$ cat config.mk
export PLATFORM = sky130hd
export DESIGN_NAME = touch_scan_seq
export DESIGN_NICKNAME = d
export VERILOG_FILES = /design/src/rtl/tscan_pkg.sv /design/src/rtl/tscan_timer.sv /design/src/rtl/tscan_avg.sv /design/src/rtl/touch_scan_seq.sv
export SDC_FILE = /design/constraint.sdc
export NUM_CORES = 1
export LEC_CHECK = 0
export BUFFER_PORTS_ARGS = -buffer_cell sky130_fd_sc_hd__buf_2
export CAP_MARGIN = 0
export CELL_PAD_IN_SITES_DETAIL_PLACEMENT = 1
export CELL_PAD_IN_SITES_GLOBAL_PLACEMENT = 1
export CORE_MARGIN = 3
export CORE_UTILIZATION = 35
export CTS_CLUSTER_DIAMETER = 30
export DETAILED_ROUTE_END_ITERATION = 16
export PLACE_DENSITY_LB_ADDON = 0.3
export SLEW_MARGIN = 20
export SYNTH_ARGS = -nofsm -noshare
export SYNTH_HDL_FRONTEND = slang
export SYNTH_SLANG_ARGS = --single-unit
$ cat constraint.sdc
create_clock -name clk -period 4.5 [get_ports clk]
set_input_delay 0.45 -clock clk [delete_from_list [all_inputs] [get_ports clk]]
set_output_delay 0.45 -clock clk [all_outputs]
set_load 0.005 [all_outputs]
$ cat src/rtl/tscan_pkg.sv
`timescale 1ns/1ps
package tscan_pkg;

  localparam int NSLOT  = 4;
  localparam int SLOT_W = 2;

  localparam logic [2:0] SW_NONE = 3'd0;
  localparam logic [2:0] SW_X    = 3'd1;
  localparam logic [2:0] SW_Y    = 3'd2;
  localparam logic [2:0] SW_Z1   = 3'd3;
  localparam logic [2:0] SW_AUX  = 3'd5;

  localparam logic [3:0] STAT_IDLE  = 4'b0000;
  localparam logic [3:0] STAT_BUSY  = 4'b0001;
  localparam logic [3:0] STAT_AVAIL = 4'b0010;

  typedef enum logic [2:0] {
    ST_IDLE, ST_WAIT, ST_CONV, ST_STORE, ST_HOLD
  } phase_e;

  typedef struct packed {
    logic       ok;
    logic [2:0] first;
    logic [2:0] len;
  } scan_plan_t;

  // settling time in microseconds for each interval code
  function automatic int unsigned interval_us(input logic [2:0] code);
    case (code)
      3'd0:    return 0;
      3'd1:    return 5;
      3'd2:    return 10;
      3'd3:    return 20;
      3'd4:    return 50;
      3'd5:    return 100;
      3'd6:    return 200;
      default: return 500;
    endcase
  endfunction

  // channel list for a mode code; lists are consecutive channel codes
  function automatic scan_plan_t decode_mode(input logic [2:0] mode, input logic five_wire);
    scan_plan_t p;
    p = '0;
    case (mode)
      3'b000: begin p.first = SW_X;   p.len = 3'd4; p.ok = !five_wire; end
      3'b001: begin p.first = SW_X;   p.len = 3'd2; p.ok = 1'b1;       end
      3'b010: begin p.first = SW_X;   p.len = 3'd1; p.ok = 1'b1;       end
      3'b011: begin p.first = SW_Y;   p.len = 3'd1; p.ok = 1'b1;       end
      3'b100: begin p.first = SW_Z1;  p.len = 3'd2; p.ok = !five_wire; end
      3'b110: begin p.first = SW_AUX; p.len = 3'd1; p.ok = !five_wire; end
      default: p.ok = 1'b0;
    endcase
    return p;
  endfunction

endpackage

$ cat src/rtl/tscan_timer.sv
`timescale 1ns/1ps
module tscan_timer #(
  parameter int TW = 16
) (
  input  logic          clk,
  input  logic          rst_n,
  input  logic          load,
  input  logic [TW-1:0] val,
  output logic          expire
);
  logic [TW-1:0] cnt;

  always_ff @(posedge clk or negedge rst_n) begin
    if (!rst_n)          cnt <= '0;
    else if (load)       cnt <= val;
    else if (cnt != '0)  cnt <= cnt - 1'b1;
  end

  // high in the last cycle of a loaded window
  assign expire = (cnt == TW'(1));
endmodule

$ cat src/rtl/tscan_avg.sv
`timescale 1ns/1ps
module tscan_avg #(
  parameter int DW        = 12,
  parameter int SHORT_CNT = 6,
  parameter int LONG_CNT  = 10
) (
  input  logic          clk,
  input  logic          rst_n,
  input  logic          add,
  input  logic          first,
  input  logic          long_mode,
  input  logic [DW-1:0] din,
  output logic [DW-1:0] result
);
  localparam int SUMW = DW + $clog2(LONG_CNT + 1);
  localparam int SSH  = $clog2(SHORT_CNT - 2);
  localparam int LSH  = $clog2(LONG_CNT - 2);

  logic [SUMW-1:0] sum, trimmed, scaled;
  logic [DW-1:0]   mn, mx;
  logic [SUMW-1:0] din_x;

  assign din_x = {{(SUMW-DW){1'b0}}, din};

  always_ff @(posedge clk or negedge rst_n) begin
    if (!rst_n) begin
      sum <= '0;
      mn  <= '0;
      mx  <= '0;
    end else if (add) begin
      if (first) begin
        sum <= din_x;
        mn  <= din;
        mx  <= din;
      end else begin
        sum <= sum + din_x;
        if (din < mn) mn <= din;
        if (din > mx) mx <= din;
      end
    end
  end

  always_comb begin
    trimmed = sum - {{(SUMW-DW){1'b0}}, mn} - {{(SUMW-DW){1'b0}}, mx};
    scaled  = long_mode ? (trimmed >> LSH) : (trimmed >> SSH);
    result  = scaled[DW-1:0];
  end
endmodule

$ cat src/rtl/touch_scan_seq.sv
`timescale 1ns/1ps
module touch_scan_seq
  import tscan_pkg::*;
#(
  parameter int DW         = 12,
  parameter int CYC_PER_US = 50,
  parameter int REEN_US    = 20,
  parameter int SHORT_CNT  = 6,
  parameter int LONG_CNT   = 10
) (
  input  logic              clk,
  input  logic              rst_n,
  input  logic              scan_abort,
  input  logic              five_wire,
  input  logic              cfg_wr,
  input  logic [2:0]        cfg_mode,
  input  logic              cfg_ten,
  input  logic [2:0]        cfg_interval,
  input  logic              pen_touch,
  output logic              conv_req,
  input  logic              conv_done,
  input  logic [DW-1:0]     conv_data,
  output logic [2:0]        sw_sel,
  input  logic              rd_en,
  input  logic [SLOT_W-1:0] rd_slot,
  output logic [DW-1:0]     rd_data,
  output logic [3:0]        status,
  output logic              pen_irq_n,
  output logic              pen_en
);
  localparam int MAX_US = (REEN_US > 500) ? REEN_US : 500;
  localparam int TW     = $clog2(MAX_US * CYC_PER_US + 1);
  localparam int CW     = $clog2(LONG_CNT);
  localparam logic [TW-1:0] HOLD_CYC = TW'(REEN_US * CYC_PER_US);

  function automatic logic [TW-1:0] wait_cycles(input logic [2:0] code);
    return TW'(interval_us(code) * CYC_PER_US);
  endfunction

  phase_e            state;
  scan_plan_t        plan, cur;
  logic              ten_q;
  logic [TW-1:0]     wcyc_q, w_next, tmr_val;
  logic              tmr_load, tmr_exp;
  logic [CW-1:0]     samp;
  logic [SLOT_W-1:0] ch_idx;
  logic [DW-1:0]     slot_q [NSLOT];
  logic [NSLOT-1:0]  slot_vld;
  logic [DW-1:0]     avg;
  logic scanning, accept, last_samp, last_ch, sample_done, begin_now, finish;

  always_comb begin
    plan        = decode_mode(cfg_mode, five_wire);
    scanning    = (state == ST_WAIT) || (state == ST_CONV) || (state == ST_STORE);
    accept      = ((state == ST_IDLE) || (state == ST_HOLD)) && cfg_wr && plan.ok;
    last_samp   = (samp == (ten_q ? CW'(LONG_CNT - 1) : CW'(SHORT_CNT - 1)));
    last_ch     = ((3'(ch_idx) + 3'd1) == cur.len);
    sample_done = (state == ST_CONV) && conv_done;
    finish      = (state == ST_STORE) && last_ch;
    begin_now   = accept || (sample_done && !last_samp) || ((state == ST_STORE) && !last_ch);
    w_next      = accept ? wait_cycles(cfg_interval) : wcyc_q;
    tmr_load    = (begin_now && (w_next != '0)) || finish;
    tmr_val     = finish ? HOLD_CYC : w_next;
  end

  tscan_timer #(.TW(TW)) u_timer (
    .clk(clk), .rst_n(rst_n), .load(tmr_load), .val(tmr_val), .expire(tmr_exp)
  );

  tscan_avg #(.DW(DW), .SHORT_CNT(SHORT_CNT), .LONG_CNT(LONG_CNT)) u_avg (
    .clk(clk), .rst_n(rst_n), .add(sample_done), .first(samp == '0),
    .long_mode(ten_q), .din(conv_data), .result(avg)
  );

  always_ff @(posedge clk or negedge rst_n) begin
    if (!rst_n) begin
      state    <= ST_IDLE;
      cur      <= '0;
      ten_q    <= 1'b0;
      wcyc_q   <= '0;
      samp     <= '0;
      ch_idx   <= '0;
      slot_vld <= '0;
    end else if (scan_abort) begin
      state    <= ST_IDLE;
      samp     <= '0;
      ch_idx   <= '0;
      slot_vld <= '0;
    end else begin
      if (rd_en) slot_vld[rd_slot] <= 1'b0;
      if (begin_now) state <= (w_next == '0) ? ST_CONV : ST_WAIT;
      case (state)
        ST_IDLE, ST_HOLD: begin
          if (accept) begin
            cur      <= plan;
            ten_q    <= cfg_ten;
            wcyc_q   <= wait_cycles(cfg_interval);
            samp     <= '0;
            ch_idx   <= '0;
            slot_vld <= '0;
          end else if ((state == ST_HOLD) && tmr_exp) begin
            state <= ST_IDLE;
          end
        end
        ST_WAIT: if (tmr_exp) state <= ST_CONV;
        ST_CONV: begin
          if (conv_done) begin
            if (last_samp) state <= ST_STORE;
            else           samp  <= samp + 1'b1;
          end
        end
        ST_STORE: begin
          slot_vld[ch_idx] <= 1'b1;
          samp             <= '0;
          if (last_ch) state  <= ST_HOLD;
          else         ch_idx <= ch_idx + 1'b1;
        end
        default: state <= ST_IDLE;
      endcase
    end
  end

  always_ff @(posedge clk) begin
    if ((state == ST_STORE) && !scan_abort) slot_q[ch_idx] <= avg;
  end

  always_comb begin
    rd_data  = slot_vld[rd_slot] ? slot_q[rd_slot] : '0;
    sw_sel   = scanning ? (cur.first + 3'(ch_idx)) : SW_NONE;
    conv_req = (state == ST_CONV);
    status   = scanning ? STAT_BUSY : ((|slot_vld) ? STAT_AVAIL : STAT_IDLE);
    pen_en   = (state == ST_IDLE);
    case (state)
      ST_IDLE: pen_irq_n = !pen_touch;
      ST_HOLD: pen_irq_n = 1'b1;
      default: pen_irq_n = 1'b0;
    endcase
  end
endmodule

Word level (Yosys, flattened, before mapping)
Memories as Yosys holds them, arrays and structs flattened.
Index checks and enable logic that the tools add are counted.
{"block": "word_totals", "elab_cells": 152, "memories": 1, "register_bits": 89, "out_inout_bits": 22, "ram_bits": 48}
{"memory": "slot_q", "depth": 4, "width": 12, "rd": 1, "rd_ports_with_merged_regs": 0, "wr": 1, "line": "touch_scan_seq.sv:47", "rtl": "logic [DW-1:0] slot_q [NSLOT];"}
{"block": "op_classes", "n_eq_ne": 22, "n_addsub": 8, "n_reduce_logical": 43, "n_lt_le_gt_ge": 6, "mux": 54, "n_mul": 2, "n_bitwise": 4}
{"operator": "$mux W32", "count": 3}
{"operator": "$mux W12", "count": 6}
{"operator": "$mul A32 B5 Y14 const B", "count": 2}
{"operator": "$pmux W9 S7", "count": 1}
{"operator": "$mux W15", "count": 4}
{"operator": "$mux W4", "count": 9}
{"operator": "$pmux W6 S6", "count": 1}
{"operator": "$reduce_bool A15 Y1", "count": 2}
{"operator": "$sub A15 B12 Y15", "count": 2}
{"operator": "$mux W3", "count": 9}
{"operator": "$eq A3 B2 Y1 const B", "count": 6}
{"operator": "$eq A3 B3 Y1 const B", "count": 6}
{"operator": "$add A16 B12 Y16", "count": 1}
{"operator": "$mux W16", "count": 1}
{"operator": "$eq A15 B1 Y1 const B", "count": 1}
{"operator": "$logic_not A15 Y1", "count": 1}
{"operator": "$sub A15 B1 Y15 const B", "count": 1}
{"operator": "$gt A12 B12 Y1", "count": 1}
{"operator": "$lt A12 B12 Y1", "count": 1}
{"operator": "$mux W2", "count": 6}
{"operator": "$pmux W3 S4", "count": 1}
{"operator": "$pmux W4 S3", "count": 1}
{"operator": "$logic_and A1 B1 Y1", "count": 11}
{"operator": "$eq A3 B1 Y1 const B", "count": 3}
{"operator": "33 further kinds", "count": 59}

Longest topological paths before layout
{"block": "logic_depth", "word_depth": 12, "depth_mapped": 18, "ltp_nobuf": 16}

Hierarchy
A second synthesis with hierarchy kept.
{"block": "hier_totals", "hier_cells": 949, "area_unflattened_um2": 9515.4}
{"module": "touch_scan_seq", "seq_area_each_um2": 2292.2, "n_inst": 1, "area_each_um2": 4779.6, "cells_each": 434}
{"module": "tscan_avg", "seq_area_each_um2": 975.9, "n_inst": 1, "area_each_um2": 3787.4, "cells_each": 405}
{"module": "tscan_timer", "seq_area_each_um2": 375.4, "n_inst": 1, "area_each_um2": 948.4, "cells_each": 110}

Least setup slack after synthesis
No wires, ideal clock.
{"block": "synth_timing", "kind": "input-to-reg", "from": "in cfg_interval[2]", "to": "reg u_timer.cnt[3]", "stages": 16, "slack_ns": 0.427, "required_time_ns": 4.359, "arrival_time_ns": 3.932, "setup_time_ns": 0.141, "path_cell_list": "clkbuf_1 -> or3b_2 -> inv_1 -> ha_1 -> ha_1 -> inv_1 -> fa_1 -> inv_1 -> ha_1 -> a211oi_1 -> o21a_1 -> o211ai_1 -> a41o_1 -> a32oi_4 -> buf_2 -> a41oi_1"}
{"block": "synth_between", "elab_chain_cells": 8, "elab_cells_between_ends": 16, "cone_classes": "mul (1); eq/ne (6); mux (4); reduce/logical (5)"}
{"item": "start, declared", "line": "touch_scan_seq.sv:18", "rtl": "input logic [2:0] cfg_interval,"}
{"item": "$eq A3 B3 Y1, or another cell as far along", "line": "tscan_pkg.sv:29", "rtl": "case (code)"}
{"item": "$pmux W9 S7 (*)", "line": "tscan_pkg.sv:29"}
{"item": "$mul A32 B5 Y14 (*)", "line": "touch_scan_seq.sv:37", "rtl": "return TW'(interval_us(code) * CYC_PER_US);"}
{"item": "$mux W15 (*)", "line": "touch_scan_seq.sv:61", "rtl": "w_next = accept ? wait_cycles(cfg_interval) : wcyc_q;"}
{"item": "$reduce_bool A15 Y1", "line": "touch_scan_seq.sv:62", "rtl": "tmr_load = (begin_now && (w_next != '0)) || finish;"}
{"item": "$logic_and A1 B1 Y1", "line": "touch_scan_seq.sv:62"}
{"item": "$logic_or A1 B1 Y1", "line": "touch_scan_seq.sv:62"}
{"item": "$mux W15 / $reduce_bool A2 Y1 (equally long branches)"}
{"item": "end signal, assigned", "line": "tscan_timer.sv:15", "rtl": "else if (load) cnt <= val;"}
{"item": "end signal, assigned", "line": "tscan_timer.sv:16", "rtl": "else if (cnt != '0) cnt <= cnt - 1'b1;"}
{"item": "end, declared", "line": "tscan_timer.sv:11", "rtl": "logic [TW-1:0] cnt;"}
Mark *: on every way between the ends. The rest lies on a longest branch, timed or not.
A chain may end at the register's enable or synchronous reset.

Final worst setup path
{"block": "layout_timing", "from": "in cfg_interval[0]", "to": "reg u_timer.cnt[3]"}
The elaborated chain is that of the path after synthesis.

==> impl_metrics.toml <==
[cts]
post-cts-setup-buffer-count = 0
cts.sinks = 136
insertion_delay_ns = 0.43
clockRootBuffer = "clkbuf_16"
cts_buffer_depth = 2
ctsResizeCount = 0
h-tree-depth = 4
hold_buffers = 0
clkTransAtPathRegs_ns = 0.06
cts_buffers = 17
cts_tree = "built"

[finish]
fill_cells = 2892
fin_cells = 1300
regArea_sq_mm = 0.00364
drive_gt1_share_pct = 15.4
multiInputGateArea_sq_mm = 0.00513
final_common_cell = "nand2_1"
layout_common_cells = "nand2_1 (89), dfrtp_1 (88), ha_1 (78)"
antennaDiodeCount = 0
area_growth_pct = 12.6
finalNetCount = 1081

[place]
post-dp-hpwl_um = 17200
place.gp.congestion = 0.822
pre_cts_slack_ns = 0.0913
numPortBuffers = 48
dp_cells = 1268

[global_route]
grt_pass1_wl_um = 38400
met2_usage_pct = 26.2
overflow = 0
grt_pass1_vias = 7225
use_met1_pct = 24.9
grt_start_max_net_pins = 65
use_met3_pct = 2.16
track_usage_pct = 16.8
top_usage_layer = "met2"
antenna_found_initial = 0

[yosys]
netlist_area_sq_mm = 0.00917
syn_inst = 917
ys_types = 74
ys_warn_count = 0
synth.yosys.seq_area_share_pct = 39.7
synth_flop_cell = "dfrtp_1"
avgSynthCellArea_sq_um = 10.0
synth-edff-count = 48
ys_ff_latch = 136
async_flop_share_pct = 64.7

[setup_path]
startpoint = "cfg_interval[0]"
critPathLaunchType = "input pin"
arrival_ns = 4.27
cp.required_ns = 4.78
reg2reg_from = "u_avg.mn[3]"
critPathKind = "in2reg"
regToRegSetupSlack_ns = 0.75
worst_setup_path_end_kind = "flop"
crit_fanout = 28

[power]
cellLeakagePower_uw = 0.00446
ir_worst_vdd_uv = 361
powerDensity_mw_per_mm2 = 796

[route]
drc_errors = 0
via_count = 6887
antenna_left = 0
drt-initial-drc-count = 418
wire_per_inst_um = 17.6
via_per_inst = 5.30
firstDrtPassIters = 4
wirelength_um = 22900

[timing]
min_period_ns = 4.00
tightest_slew_ns = 0.904
fin_setup_tns_ns = 0
setup_violations = 0
final_hold_viol_count = 0
period_share_pct = 88.8
max_freq_ghz = 0.250
drv_slew = 0
fin_skew_ns = 0.00959
max_slew_margin_pct = 39.7
rsz0062_at_grt = "false"
setup_ws_ns = 0.503

[floorplan]
die_h_um = 168
die_w_um = 168
rows = 58
core_sq_mm = 0.0255
start_util_pct = 36.0
ios = 51
die-area_sq_mm = 0.0282

[status]
outcome = "complete, no violations"

[worst_hold_path]
holdCritPathClass = "in2async"

[job]
cap_viol_max_count = 0
==> flip-flops by register name, summed over array words and instances, names as in the netlist <==
register and flops:
ch_idx 2, cur 6, samp 4, slot_q 48
slot_vld 4, state 3, ten_q 1, u_avg.mn 12
u_avg.mx 12, u_avg.sum 15, u_timer.cnt 15, wcyc_q 14
==> final timing paths <==
path	end	cells after the start
max in group asynchronous	u_timer.cnt[4]	2
hold / removal	cur[5]	1
setup reg to reg	slot_q[3][10]	10
setup / recovery	u_timer.cnt[3]	17
hold reg to reg	wcyc_q[12]	2
min in group clk	ten_q	2
==> critical path: stages <==
cell	delay, ns
buf_2	0.19
or3b_2	0.51
inv_1	0.10
ha_1	0.14
ha_1	0.13
inv_1	0.05
fa_1	0.50
inv_1	0.04
ha_1	0.34
o21ai_0	0.32
o21ai_0	0.22
nor4bb_1	0.18
nor3_1	0.42
a32oi_4	0.18
buf_12	0.20
a211oi_1	0.22
a41oi_1	0.07
==> power breakdown <==
group	leakage [uW]	internal, uW	switching (uW)	total [uW]
Sequential	0.00153	2060	248	2300
Clock	0.000273	731	622	1350
Combinational	0.00266	1900	2650	4560
Total	0.00446	4690	3520	8210
==> cells in the mapped netlist (all sizes together) (15+ instances only) <==
master | instances | area share (%)
nand2 | 89 | 3.6
dfrtp | 88 | 24
ha | 78 | 11
o21ai | 69 | 3.8
inv | 59 | 2.4
nor2 | 55 | 2.3
edfxtp | 48 | 16
a21oi | 44 | 2.4
clkbuf | 31 | 1.3
nor3 | 28 | 1.5
mux2 | 27 | 3.3
nor2b | 22 | 1.5
xnor2 | 19 | 1.8
nand2b | 18 | 1.2
fa | 17 | 3.7
a21o | 16 | 1.3
xor2 | 15 | 1.4
==> cell type report <==
| type | instances | area share, % |
|---|---|---|
| Multi-Input combinational cell | 682 | 49.7 |
| Sequential cell | 136 | 35.3 |
| Clock buffer | 17 | 4.12 |
| Tap cell | 330 | 4.00 |
| Timing Repair Buffer | 61 | 3.42 |
| Inverter | 59 | 2.15 |
| Clock inverter | 15 | 1.30 |
==> stage by stage <==
step                util [%]  hold slack (ns)  cell area, sq um  total power [uW]
floorplan                  -            0.154              9180              5710
global placement        38.3            0.470              9760              6720
detailed placement      38.3            0.481              9760              6860
CTS                     40.5            0.168             10300              8270
global route            40.5            0.192             10300              9000
finish                  40.5            0.135             10300              8210
==> metal layers <==
layer	wire, um	up-vias
met5	0	-
met4	236	0
met3	499	13
met1	11800	3423
met2	10400	70
li1	-	3381
==> kinds of logic after synthesis <==
family	Yosys count	synth area share [%]
compound gates	222	16.0
mux	48	7.25
flops	136	39.7
xor+xnor	34	3.25
fa+ha+maj	96	14.5
simple gates	278	14.8
other cells	1	0.0409
buf+inv	102	4.41
No activity file was read; power rests on OpenSTA's default activity.
